$ cat config.mk
export PLATFORM = sky130hd
export DESIGN_NAME = bitfield_unit
export DESIGN_NICKNAME = d
export VERILOG_FILES = /design/src/rtl/bf_pkg.sv /design/src/rtl/bf_field_decode.sv /design/src/rtl/bf_rotate.sv /design/src/rtl/bf_lead_zero.sv /design/src/rtl/bitfield_unit.sv
export SDC_FILE = /design/constraint.sdc
export NUM_CORES = 1
export LEC_CHECK = 0
export ABC_AREA = 0
export BUFFER_PORTS_ARGS = -buffer_cell sky130_fd_sc_hd__buf_2
export CORE_UTILIZATION = 29
export DETAILED_ROUTE_END_ITERATION = 12
export GPL_TIMING_DRIVEN = 0
export SYNTH_ARGS = -nofsm -noshare
export SYNTH_HDL_FRONTEND = slang
export SYNTH_SLANG_ARGS = --single-unit
$ cat constraint.sdc
create_clock -name clk -period 1 [get_ports clk]
set_input_delay 0.05 -clock clk [delete_from_list [all_inputs] [get_ports clk]]
set_output_delay 0.05 -clock clk [all_outputs]
set_load 0.005 [all_outputs]
$ cat src/rtl/bf_pkg.sv
package bf_pkg;

    typedef enum logic [3:0] {
        BF_TST  = 4'h8,
        BF_EXTU = 4'h9,
        BF_CHG  = 4'hA,
        BF_EXTS = 4'hB,
        BF_CLR  = 4'hC,
        BF_FFO  = 4'hD,
        BF_SET  = 4'hE,
        BF_INS  = 4'hF
    } bf_op_e;

    function automatic logic bf_op_known(input logic [3:0] code);
        return code[3];
    endfunction

endpackage

$ cat src/rtl/bf_field_decode.sv
module bf_field_decode #(
    parameter int DATA_W = 32,
    parameter int IDX_W  = 5,
    parameter int EXT_W  = 16
) (
    input  logic [EXT_W-1:0]  ext_word,
    input  logic [DATA_W-1:0] width_reg,
    input  logic [DATA_W-1:0] offset_reg,
    output logic [IDX_W:0]    fld_width,
    output logic [IDX_W-1:0]  fld_offset,
    output logic [2:0]        sel_idx
);
    localparam int WSEL_BIT = IDX_W;
    localparam int OFS_LO   = IDX_W + 1;
    localparam int OSEL_BIT = 2 * IDX_W + 1;
    localparam int IDX_LO   = 2 * IDX_W + 2;

    logic [IDX_W-1:0] width_raw;
    logic             unused_bits;

    always_comb begin
        width_raw  = ext_word[WSEL_BIT] ? width_reg[IDX_W-1:0] : ext_word[IDX_W-1:0];
        fld_width  = (width_raw == '0) ? (IDX_W+1)'(DATA_W) : {1'b0, width_raw};
        fld_offset = ext_word[OSEL_BIT] ? offset_reg[IDX_W-1:0]
                                        : ext_word[OFS_LO +: IDX_W];
        sel_idx    = ext_word[IDX_LO +: 3];
    end

    assign unused_bits = ^{width_reg[DATA_W-1:IDX_W], offset_reg[DATA_W-1:IDX_W],
                           ext_word[EXT_W-1:IDX_LO+3]};
endmodule

$ cat src/rtl/bf_rotate.sv
module bf_rotate #(
    parameter int DATA_W   = 32,
    parameter int IDX_W    = 5,
    parameter bit ROT_LEFT = 1'b1
) (
    input  logic [DATA_W-1:0] data_in,
    input  logic [IDX_W-1:0]  amount,
    output logic [DATA_W-1:0] data_out
);
    logic [2*DATA_W-1:0] doubled;

    generate
        if (ROT_LEFT) begin : g_left
            always_comb begin
                doubled  = {data_in, data_in} << amount;
                data_out = doubled[2*DATA_W-1:DATA_W];
            end
        end else begin : g_right
            always_comb begin
                doubled  = {data_in, data_in} >> amount;
                data_out = doubled[DATA_W-1:0];
            end
        end
    endgenerate
endmodule

$ cat src/rtl/bf_lead_zero.sv
module bf_lead_zero #(
    parameter int DATA_W = 32,
    parameter int IDX_W  = 5
) (
    input  logic [DATA_W-1:0] vec,
    output logic [IDX_W:0]    count,
    output logic              all_zero
);
    always_comb begin
        count = (IDX_W+1)'(DATA_W);
        for (int i = 0; i < DATA_W; i++) begin
            if (vec[i]) begin
                count = (IDX_W+1)'(DATA_W - 1 - i);
            end
        end
        all_zero = (vec == '0);
    end
endmodule

$ cat src/rtl/bitfield_unit.sv
module bitfield_unit #(
    parameter int DATA_W = 32,
    localparam int IDX_W = $clog2(DATA_W),
    localparam int EXT_W = 2 * IDX_W + 6
) (
    input  logic              clk,
    input  logic              rst_n,
    input  logic              in_valid,
    input  logic [3:0]        op_sel,
    input  logic [EXT_W-1:0]  ext_word,
    input  logic [DATA_W-1:0] src_reg,
    input  logic [DATA_W-1:0] aux_reg,
    input  logic [DATA_W-1:0] width_reg,
    input  logic [DATA_W-1:0] offset_reg,
    output logic              out_valid,
    output logic              dst_we,
    output logic [DATA_W-1:0] dst_val,
    output logic              res_we,
    output logic [2:0]        res_idx,
    output logic [DATA_W-1:0] res_val,
    output logic              flag_n,
    output logic              flag_z,
    output logic              flag_v,
    output logic              flag_c
);
    import bf_pkg::*;

    localparam logic [DATA_W-1:0] ONES = '1;

    typedef struct packed {
        logic              valid;
        logic              dst_we;
        logic [DATA_W-1:0] dst;
        logic              res_we;
        logic [2:0]        idx;
        logic [DATA_W-1:0] res;
        logic              n;
        logic              z;
    } bf_state_t;

    bf_state_t st_d, st_q;

    logic [IDX_W:0]    width;
    logic [IDX_W-1:0]  offset;
    logic [2:0]        sel_idx;
    logic [IDX_W-1:0]  shamt;
    logic [DATA_W-1:0] top_mask, fld_mask, src_rot, field_top;
    logic [DATA_W-1:0] ins_top, ins_place, ext_u, ext_s;
    logic [IDX_W:0]    lead_cnt;
    logic              field_zero;
    logic [IDX_W+1:0]  ffo_pos;

    bf_field_decode #(.DATA_W(DATA_W), .IDX_W(IDX_W), .EXT_W(EXT_W)) u_decode (
        .ext_word  (ext_word),
        .width_reg (width_reg),
        .offset_reg(offset_reg),
        .fld_width (width),
        .fld_offset(offset),
        .sel_idx   (sel_idx)
    );

    always_comb begin
        shamt    = IDX_W'((IDX_W+1)'(DATA_W) - width);
        top_mask = ONES << shamt;
        ins_top  = aux_reg << shamt;
    end

    bf_rotate #(.DATA_W(DATA_W), .IDX_W(IDX_W), .ROT_LEFT(1'b1)) u_src_rot (
        .data_in (src_reg),
        .amount  (offset),
        .data_out(src_rot)
    );

    bf_rotate #(.DATA_W(DATA_W), .IDX_W(IDX_W), .ROT_LEFT(1'b0)) u_mask_rot (
        .data_in (top_mask),
        .amount  (offset),
        .data_out(fld_mask)
    );

    bf_rotate #(.DATA_W(DATA_W), .IDX_W(IDX_W), .ROT_LEFT(1'b0)) u_ins_rot (
        .data_in (ins_top),
        .amount  (offset),
        .data_out(ins_place)
    );

    assign field_top = src_rot & top_mask;

    bf_lead_zero #(.DATA_W(DATA_W), .IDX_W(IDX_W)) u_lzc (
        .vec     (field_top),
        .count   (lead_cnt),
        .all_zero(field_zero)
    );

    always_comb begin
        ext_u   = field_top >> shamt;
        ext_s   = DATA_W'($signed(field_top) >>> shamt);
        ffo_pos = (IDX_W+2)'(offset) + (IDX_W+2)'(field_zero ? width : lead_cnt);
    end

    always_comb begin
        st_d        = st_q;
        st_d.valid  = in_valid;
        st_d.dst_we = 1'b0;
        st_d.res_we = 1'b0;
        if (in_valid) begin
            st_d.idx = sel_idx;
            st_d.dst = src_reg;
            st_d.res = '0;
            if (bf_op_known(op_sel)) begin
                st_d.n = field_top[DATA_W-1];
                st_d.z = field_zero;
            end
            case (op_sel)
                BF_CHG: begin
                    st_d.dst    = src_reg ^ fld_mask;
                    st_d.dst_we = 1'b1;
                end
                BF_CLR: begin
                    st_d.dst    = src_reg & ~fld_mask;
                    st_d.dst_we = 1'b1;
                end
                BF_SET: begin
                    st_d.dst    = src_reg | fld_mask;
                    st_d.dst_we = 1'b1;
                end
                BF_INS: begin
                    st_d.dst    = (src_reg & ~fld_mask) | ins_place;
                    st_d.dst_we = 1'b1;
                    st_d.n      = ins_top[DATA_W-1];
                    st_d.z      = (ins_top == '0);
                end
                BF_EXTU: begin
                    st_d.res    = ext_u;
                    st_d.res_we = 1'b1;
                end
                BF_EXTS: begin
                    st_d.res    = ext_s;
                    st_d.res_we = 1'b1;
                end
                BF_FFO: begin
                    st_d.res    = DATA_W'(ffo_pos);
                    st_d.res_we = 1'b1;
                end
                default: ;
            endcase
        end
    end

    always_ff @(posedge clk or negedge rst_n) begin
        if (!rst_n) begin
            st_q <= '0;
        end else begin
            st_q <= st_d;
        end
    end

    assign out_valid = st_q.valid;
    assign dst_we    = st_q.dst_we;
    assign dst_val   = st_q.dst;
    assign res_we    = st_q.res_we;
    assign res_idx   = st_q.idx;
    assign res_val   = st_q.res;
    assign flag_n    = st_q.n;
    assign flag_z    = st_q.z;
    assign flag_v    = 1'b0;
    assign flag_c    = 1'b0;
endmodule

== Word-level counts from Yosys, hierarchy flattened ==
Index checks and enable logic that the tools add are counted.

* Output and inout port bits: 74
* Input port bits: 151
* Bits in registers: 72
* Word-level logic and storage cells: 78

* Eq/ne operators: 7
* Add/subtract/negate cells: 2
* Shift-type cells: 7
* Bitwise gates (word level): 6
* Mux-type cells: 42
* Reduce and logical (&&, ||, !) cells: 6

{| class="wikitable"
|+ Operators with widths
! operator !! number
|-
| two-way mux 6 bit || 34
|-
| one-hot mux 33 bit (4 select lines) || 1
|-
| right shift 64 x 5 -> 32 bit || 2
|-
| one-hot mux 32 bit (3 select lines) || 1
|-
| two-way mux 71 bit || 1
|-
| bitwise AND 32 bit || 2
|-
| zero test 32 bit || 2
|-
| bitwise OR 32 bit || 2
|-
| left shift 64 x 5 -> 64 bit || 1
|-
| NOT 32 bit || 1
|-
| left shift 32 x 5 -> 32 bit || 1
|-
| left shift 32 x 5 -> 32 bit, first input constant || 1
|-
| right shift 32 x 5 -> 32 bit || 1
|-
| >>> shifter 32 x 5 -> 32 bit || 1
|-
| bitwise XOR 32 bit || 1
|-
| equality test 4 bit, second input constant || 7
|-
| two-way mux 5 bit || 2
|-
| adder 5 x 6 -> 7 bit || 1
|-
| zero test 5 bit || 1
|-
| subtractor 1 x 5 -> 5 bit, first input constant || 1
|-
| two-way mux 2 bit || 2
|-
| OR reduction 3 bit || 1
|-
| AND reduction 2 bit || 1
|-
| nonzero test 2 bit || 1
|-
| two-way mux 1 bit || 1
|}

== Logic depth before layout (Yosys ltp) ==
* Depth after elaboration: 42
* Depth in mapped cells: 30
* Gate-level depth less buffers: 24

== By module ==
From an unflattened synthesis, not the netlist that was laid out.

* Cell total of the unflattened synthesis: 1,704
* Area total of the unflattened synthesis: 16,154.2 um^2

{| class="wikitable"
|+ By module, submodules not included
! module !! sequential area each (um^2) !! cells an instance !! times used !! area each (um^2)
|-
| bitfield_unit || 1,801.7 || 1,275 || 1 || 9,763.1
|-
| bf_rotate at u_ins_rot ... || 0.0 || 116 || 2 || 1,946.9
|-
| bf_rotate at u_src_rot || 0.0 || 116 || 1 || 1,949.4
|-
| bf_lead_zero || 0.0 || 66 || 1 || 394.1
|-
| bf_field_decode || 0.0 || 15 || 1 || 153.9
|}

== Worst setup path before layout ==
OpenSTA, ideal clock, no wires.

* Path type: in2reg
* Start: input ext_word[5]
* End: register st_q, in the netlist res_val[5]
* Setup time: 0.131 ns
* Path buffers: 7
* Data required time: 0.869 ns
* Stages: 27
* Arrival: 5.626 ns
* Setup slack: -4.757 ns
* Cell sequence: buf_2 buf_6 mux2i_4 buf_4 buf_2 ha_1 inv_1 ha_1 buf_2 buf_1 buf_1 o21ai_0 or4_1 o31ai_1 nor3_1 nand2_1 nor4_4 a22o_1 a31o_2 ha_1 a21o_1 a21oi_1 o21bai_1 a21oi_1 nor2_1 mux2_2 or3_1

* Longest elaborated chain between the ends: 41
* Elaborated cells between the ends (all ways): 44
* Those cells by class: 2 x add/sub; 3 x shift; 36 x mux; 1 x bitwise; 2 x reduce/logical

{| class="wikitable"
|+ Ends and longest elaborated chain
! what !! RTL line !! source
|-
| start: declaration || bitfield_unit.sv:10 || <nowiki>input logic [EXT_W-1:0] ext_word,</nowiki>
|-
| two-way mux 5 bit * || bf_field_decode.sv:22 || <nowiki>width_raw = ext_word[WSEL_BIT] ? width_reg[IDX_W-1:0] : ext_word[IDX_W-1:0];</nowiki>
|-
| zero test 5 bit || bf_field_decode.sv:23 || <nowiki>fld_width = (width_raw == '0) ? (IDX_W+1)'(DATA_W) : {1'b0, width_raw};</nowiki>
|-
| two-way mux 6 bit * || bf_field_decode.sv:23 ||
|-
| subtractor 1 x 5 -> 5 bit || bitfield_unit.sv:63 || <nowiki>shamt = IDX_W'((IDX_W+1)'(DATA_W) - width);</nowiki>
|-
| left shift 32 x 5 -> 32 bit || bitfield_unit.sv:64 || <nowiki>top_mask = ONES << shamt;</nowiki>
|-
| bitwise AND 32 bit || bitfield_unit.sv:86 || <nowiki>assign field_top = src_rot & top_mask;</nowiki>
|-
| two-way mux 6 bit (32 in series) || bf_lead_zero.sv:12 || <nowiki>if (vec[i]) begin</nowiki>
|-
| two-way mux 6 bit || bitfield_unit.sv:97 || <nowiki>ffo_pos = (IDX_W+2)'(offset) + (IDX_W+2)'(field_zero ? width : lead_cnt);</nowiki>
|-
| adder 5 x 6 -> 7 bit || bitfield_unit.sv:97 ||
|-
| one-hot mux 32 bit (3 select lines) * || bitfield_unit.sv:113 || <nowiki>case (op_sel)</nowiki>
|-
| end signal: assignment || bitfield_unit.sv:153 || <nowiki>st_q <= st_d;</nowiki>
|-
| end: declaration || bitfield_unit.sv:41 || <nowiki>bf_state_t st_d, st_q;</nowiki>
|}

Every way passes the cells marked *; elsewhere a longest branch is shown, timed or not.
A chain may end at the register's enable or synchronous reset.

== Final worst setup path ==
Same ends and word-level chain as after synthesis.

==> reports/metrics.yaml <==
timing:
  unrepaired_setup_endpoints_after_global_routing: "yes"
  setup_ws_ns: -3.82
  slew_violations: 8
  finalSetupTns_ns: -201.93
  worst_slew_margin_rel_pct: -6.49
  report.final.setup_viol: 69
  fin_skew_ns: 0
  final_min_period_over_clock_period_pct: 482
  worst_pin_slew_ns: 1.59
  hold_viol_final: 0
  max_freq_mhz: 208
  timing.final.crit_period_ns: 4.82
placement:
  instance_area_after_placement_um2: 19000
  placed_insts: 3203
  place_hpwl_mm: 84.6
  place.port_buffers: 165
  gp_routability_congestion: 1.05
drt:
  routed_wire_length_per_instance_um: 31.9
  number_of_drc_markers_in_iteration_0: 3022
  ant_nets: 0
  num_vias: 23500
  drc: 0
  wl_mm: 110
  drt_pass1_iterations: 8
  vias_per_cell: 6.80
grt:
  first_global_vias: 22500
  globalRouteOverflowTotal: 0
  grt_antenna_before_repair: 3
  globalRouteTotalUtil_pct: 36.8
  grt_max_degree: 47
  grt_first_pass_wirelength_mm: 156
logic_synthesis:
  xor_xnor_portion_of_the_synthesized_cell_area_pct: 0.158
  top_ff_cell_synth: "sky130_fd_sc_hd__dfrtp_1"
  post_synth_instance_area_um2: 16600
  yosys_warnings: 0
  synth-compound-area-share_pct: 34.0
  synth_enable_flop_cells: 0
  syn-instance-count: 2279
  synth_adder_area_share_pct: 5.69
  synth_seq_area_share_pct: 10.9
  number_of_storage_elements_in_the_synthesis_netlist: 72
  synth_mux_area_share_pct: 21.6
  synth_simple_gate_area_share_pct: 20.6
  synthesis.area_per_instance_um2: 7.28
  synth_top_family_by_area: "compound AO/OA/AOI/OAI gates"
  synthArstFlopShare_pct: 100
  synth.lib_cells_used.distinct: 97
setup_path:
  timing.critical_path.slowest_cell_delay_ns: 0.36
  cp_data_arrival_time_ns: 5.06
  category_of_the_most_critical_setup_path: "primary input to flip-flop"
  worst_ep_required_time_ns: 1.25
  worstPathMaxFanout: 10
  timing.critical_path.slowest_stage_cell: "sky130_fd_sc_hd__or3_4"
  timing.critical_path.to_type: "flip-flop"
  cp-start-kind: "primary input"
power_and_ir_drop:
  pleak_nw: 9.77
  fin_total_pwr_mw: 34.1
  power.density_nw_per_um2: 1350
  peak_supply_drop_uv: 1060
run:
  max_cap_viol_count: 1
clocking:
  htree_num_levels: 3
  clockBufferDepth: 2
  tritoncts: "built"
  clock-root-buffer: "sky130_fd_sc_hd__clkbuf_16"
  worstSkewPairLatency_ns: 0.38
  clkSinkCount: 72
  numCtsBuffers: 9
  clkSlewWorstSetupHoldPaths_ns: 0.07
status:
  violations: "max-capacitance violations, max-slew violations, negative setup slack"
  status: "finished, violations left"
layout:
  post-route-util_pct: 44.6
  post-route-cell-area_um2: 25200
  final_cell_count_no_fill: 3460
  area_delta_synth_final_pct: 51.8
  layout_commonest_cell: "sky130_fd_sc_hd__nand2_1"
  seqCellArea_um2: 1800
  final_nets: 2922
  multi_input_area_um2: 17100
  final_cell_mix: "208 x sky130_fd_sc_hd__nand2_1, 205 x sky130_fd_sc_hd__buf_4, 184 x sky130_fd_sc_hd__buf_2"
  post_route_cells_drive_above_1_share_pct: 44.6
  fillers: 5547
floorplan:
  fp.dieH_um: 241
  ios: 225
  die-area_um2: 58200
  fp-row-count: 87
  dieWidth_um: 241
  starting_density_of_the_core_pct: 29.4
  core_area_um2: 56500
min_path:
  worstHoldPathType: "primary input to async pin"
[per-stage QoR]
step	hold slack, ns	setup slack [ns]
after floorplan	-0.246	-3.90
after global placement	0.173	-5.70
after detailed placement	0.0123	-5.70
after CTS	0.149	-3.82
after global routing	0.194	-3.98
final	0.148	-3.82
[report_power, final]
part	total, mW	leakage, nW	switching, mW	internal, mW
clock network	3.76	0.156	1.57	2.19
logic	26.9	8.69	16.3	10.6
registers	3.38	0.925	0.186	3.19
[repair_timing]
action                                  CTS  global route
hold buffers                              5             0
resized for setup                       669           215
pin swaps                               152            83
setup buffers                           190            48
hold endpoints to repair                 73             0
cloned                                    1             2
endpoints found under the setup margin   71            71
[layer usage]
metal / up-vias / global-route usage (%) / wire (um)
met2: 1792 / 57.5 / 48400
met4: 4 / 18.5 / 6880
met5: - / 0 / 35
li1: 9699 / - / -
met3: 438 / 8.14 / 11700
met1: 11600 / 47.5 / 43300
[flip-flops by register name, summed over array words and instances, names as in the netlist]
| name | flops |
|---|---|
| res_val | 32 |
| flag_n | 1 |
| res_idx | 3 |
| dst_we | 1 |
| flag_z | 1 |
| res_we | 1 |
| out_valid | 1 |
| dst_val | 32 |
[cell usage after synthesis (20+ instances only)]
cell	count	area [um^2]
sky130_fd_sc_hd__nand2_1	223	837
sky130_fd_sc_hd__o22ai_1	25	156
sky130_fd_sc_hd__clkbuf_1	122	458
sky130_fd_sc_hd__o221ai_1	30	263
sky130_fd_sc_hd__nor3_1	79	395
sky130_fd_sc_hd__mux2i_1	155	1550
sky130_fd_sc_hd__ha_1	73	913
sky130_fd_sc_hd__a21oi_1	193	966
sky130_fd_sc_hd__buf_2	37	185
sky130_fd_sc_hd__dfrtp_1	72	1800
sky130_fd_sc_hd__a22oi_1	48	360
sky130_fd_sc_hd__a31oi_1	52	325
sky130_fd_sc_hd__nand4_1	20	125
sky130_fd_sc_hd__nor4_1	30	188
sky130_fd_sc_hd__o31ai_1	20	150
sky130_fd_sc_hd__nand3_1	58	290
sky130_fd_sc_hd__mux2_2	45	507
sky130_fd_sc_hd__a221oi_1	33	289
sky130_fd_sc_hd__nor2_1	219	822
sky130_fd_sc_hd__inv_1	65	244
sky130_fd_sc_hd__a211oi_1	55	413
sky130_fd_sc_hd__o21ai_0	167	836
sky130_fd_sc_hd__o211ai_1	54	405
sky130_fd_sc_hd__buf_1	40	150
sky130_fd_sc_hd__mux4_2	62	1400
[path summary, 6_finish.rpt]
| path | start | endpoint | slack (ns) | cells past startpoint |
|---|---|---|---|---|
| setup / recovery | ext_word[5] | res_val[5]$_DFFE_PN0P_ | -3.82 | 30 |
| hold reg to reg | res_val[18]$_DFFE_PN0P_ | res_val[18]$_DFFE_PN0P_ | 0.49 | 2 |
| setup reg to reg | dst_val[24]$_DFFE_PN0P_ | dst_val[24]$_DFFE_PN0P_ | -0.15 | 5 |
| max in group asynchronous | rst_n | res_val[19]$_DFFE_PN0P_ | 0.25 | 3 |
| min in group clk | op_sel[3] | flag_z$_DFFE_PN0P_ | 0.17 | 3 |
| hold / removal | rst_n | dst_we$_DFF_PN0_ | 0.15 | 2 |
[critical path: cells and delay by family]
family,cells,cell delay (ns)
adders and majority gates,3,0.58
and+or+nand+nor,7,1.38
AOI/OAI and AO/OA,6,0.95
muxes,2,0.44
buffers and inverters,12,1.66
[cell type report]
| class | count | area share (%) |
|---|---|---|
| Inverter | 72 | 1.10 |
| Sequential cell | 72 | 7.15 |
| Antenna cell | 2 | 0.0199 |
| Clock buffer | 9 | 0.894 |
| Clock inverter | 7 | 0.378 |
| Multi-Input combinational cell | 1925 | 68.0 |
| Timing Repair Buffer | 408 | 11.9 |
| Tap cell | 756 | 3.76 |
| Buffer | 209 | 6.80 |
[logic make-up (layout without fill, tap and decap cells)]
family | count (synthesis) | count (layout)
AO/OA/AOI/OAI | 844 | 844
XOR/XNOR | 3 | 3
adder cells (fa/ha/maj) | 75 | 75
buffers and inverters | 283 | 705
flip-flops | 72 | 72
multiplexers | 269 | 269
other | 1 | 4
AND/OR/NAND/NOR | 732 | 732
Note: power is estimated with default switching activity, not from simulation.
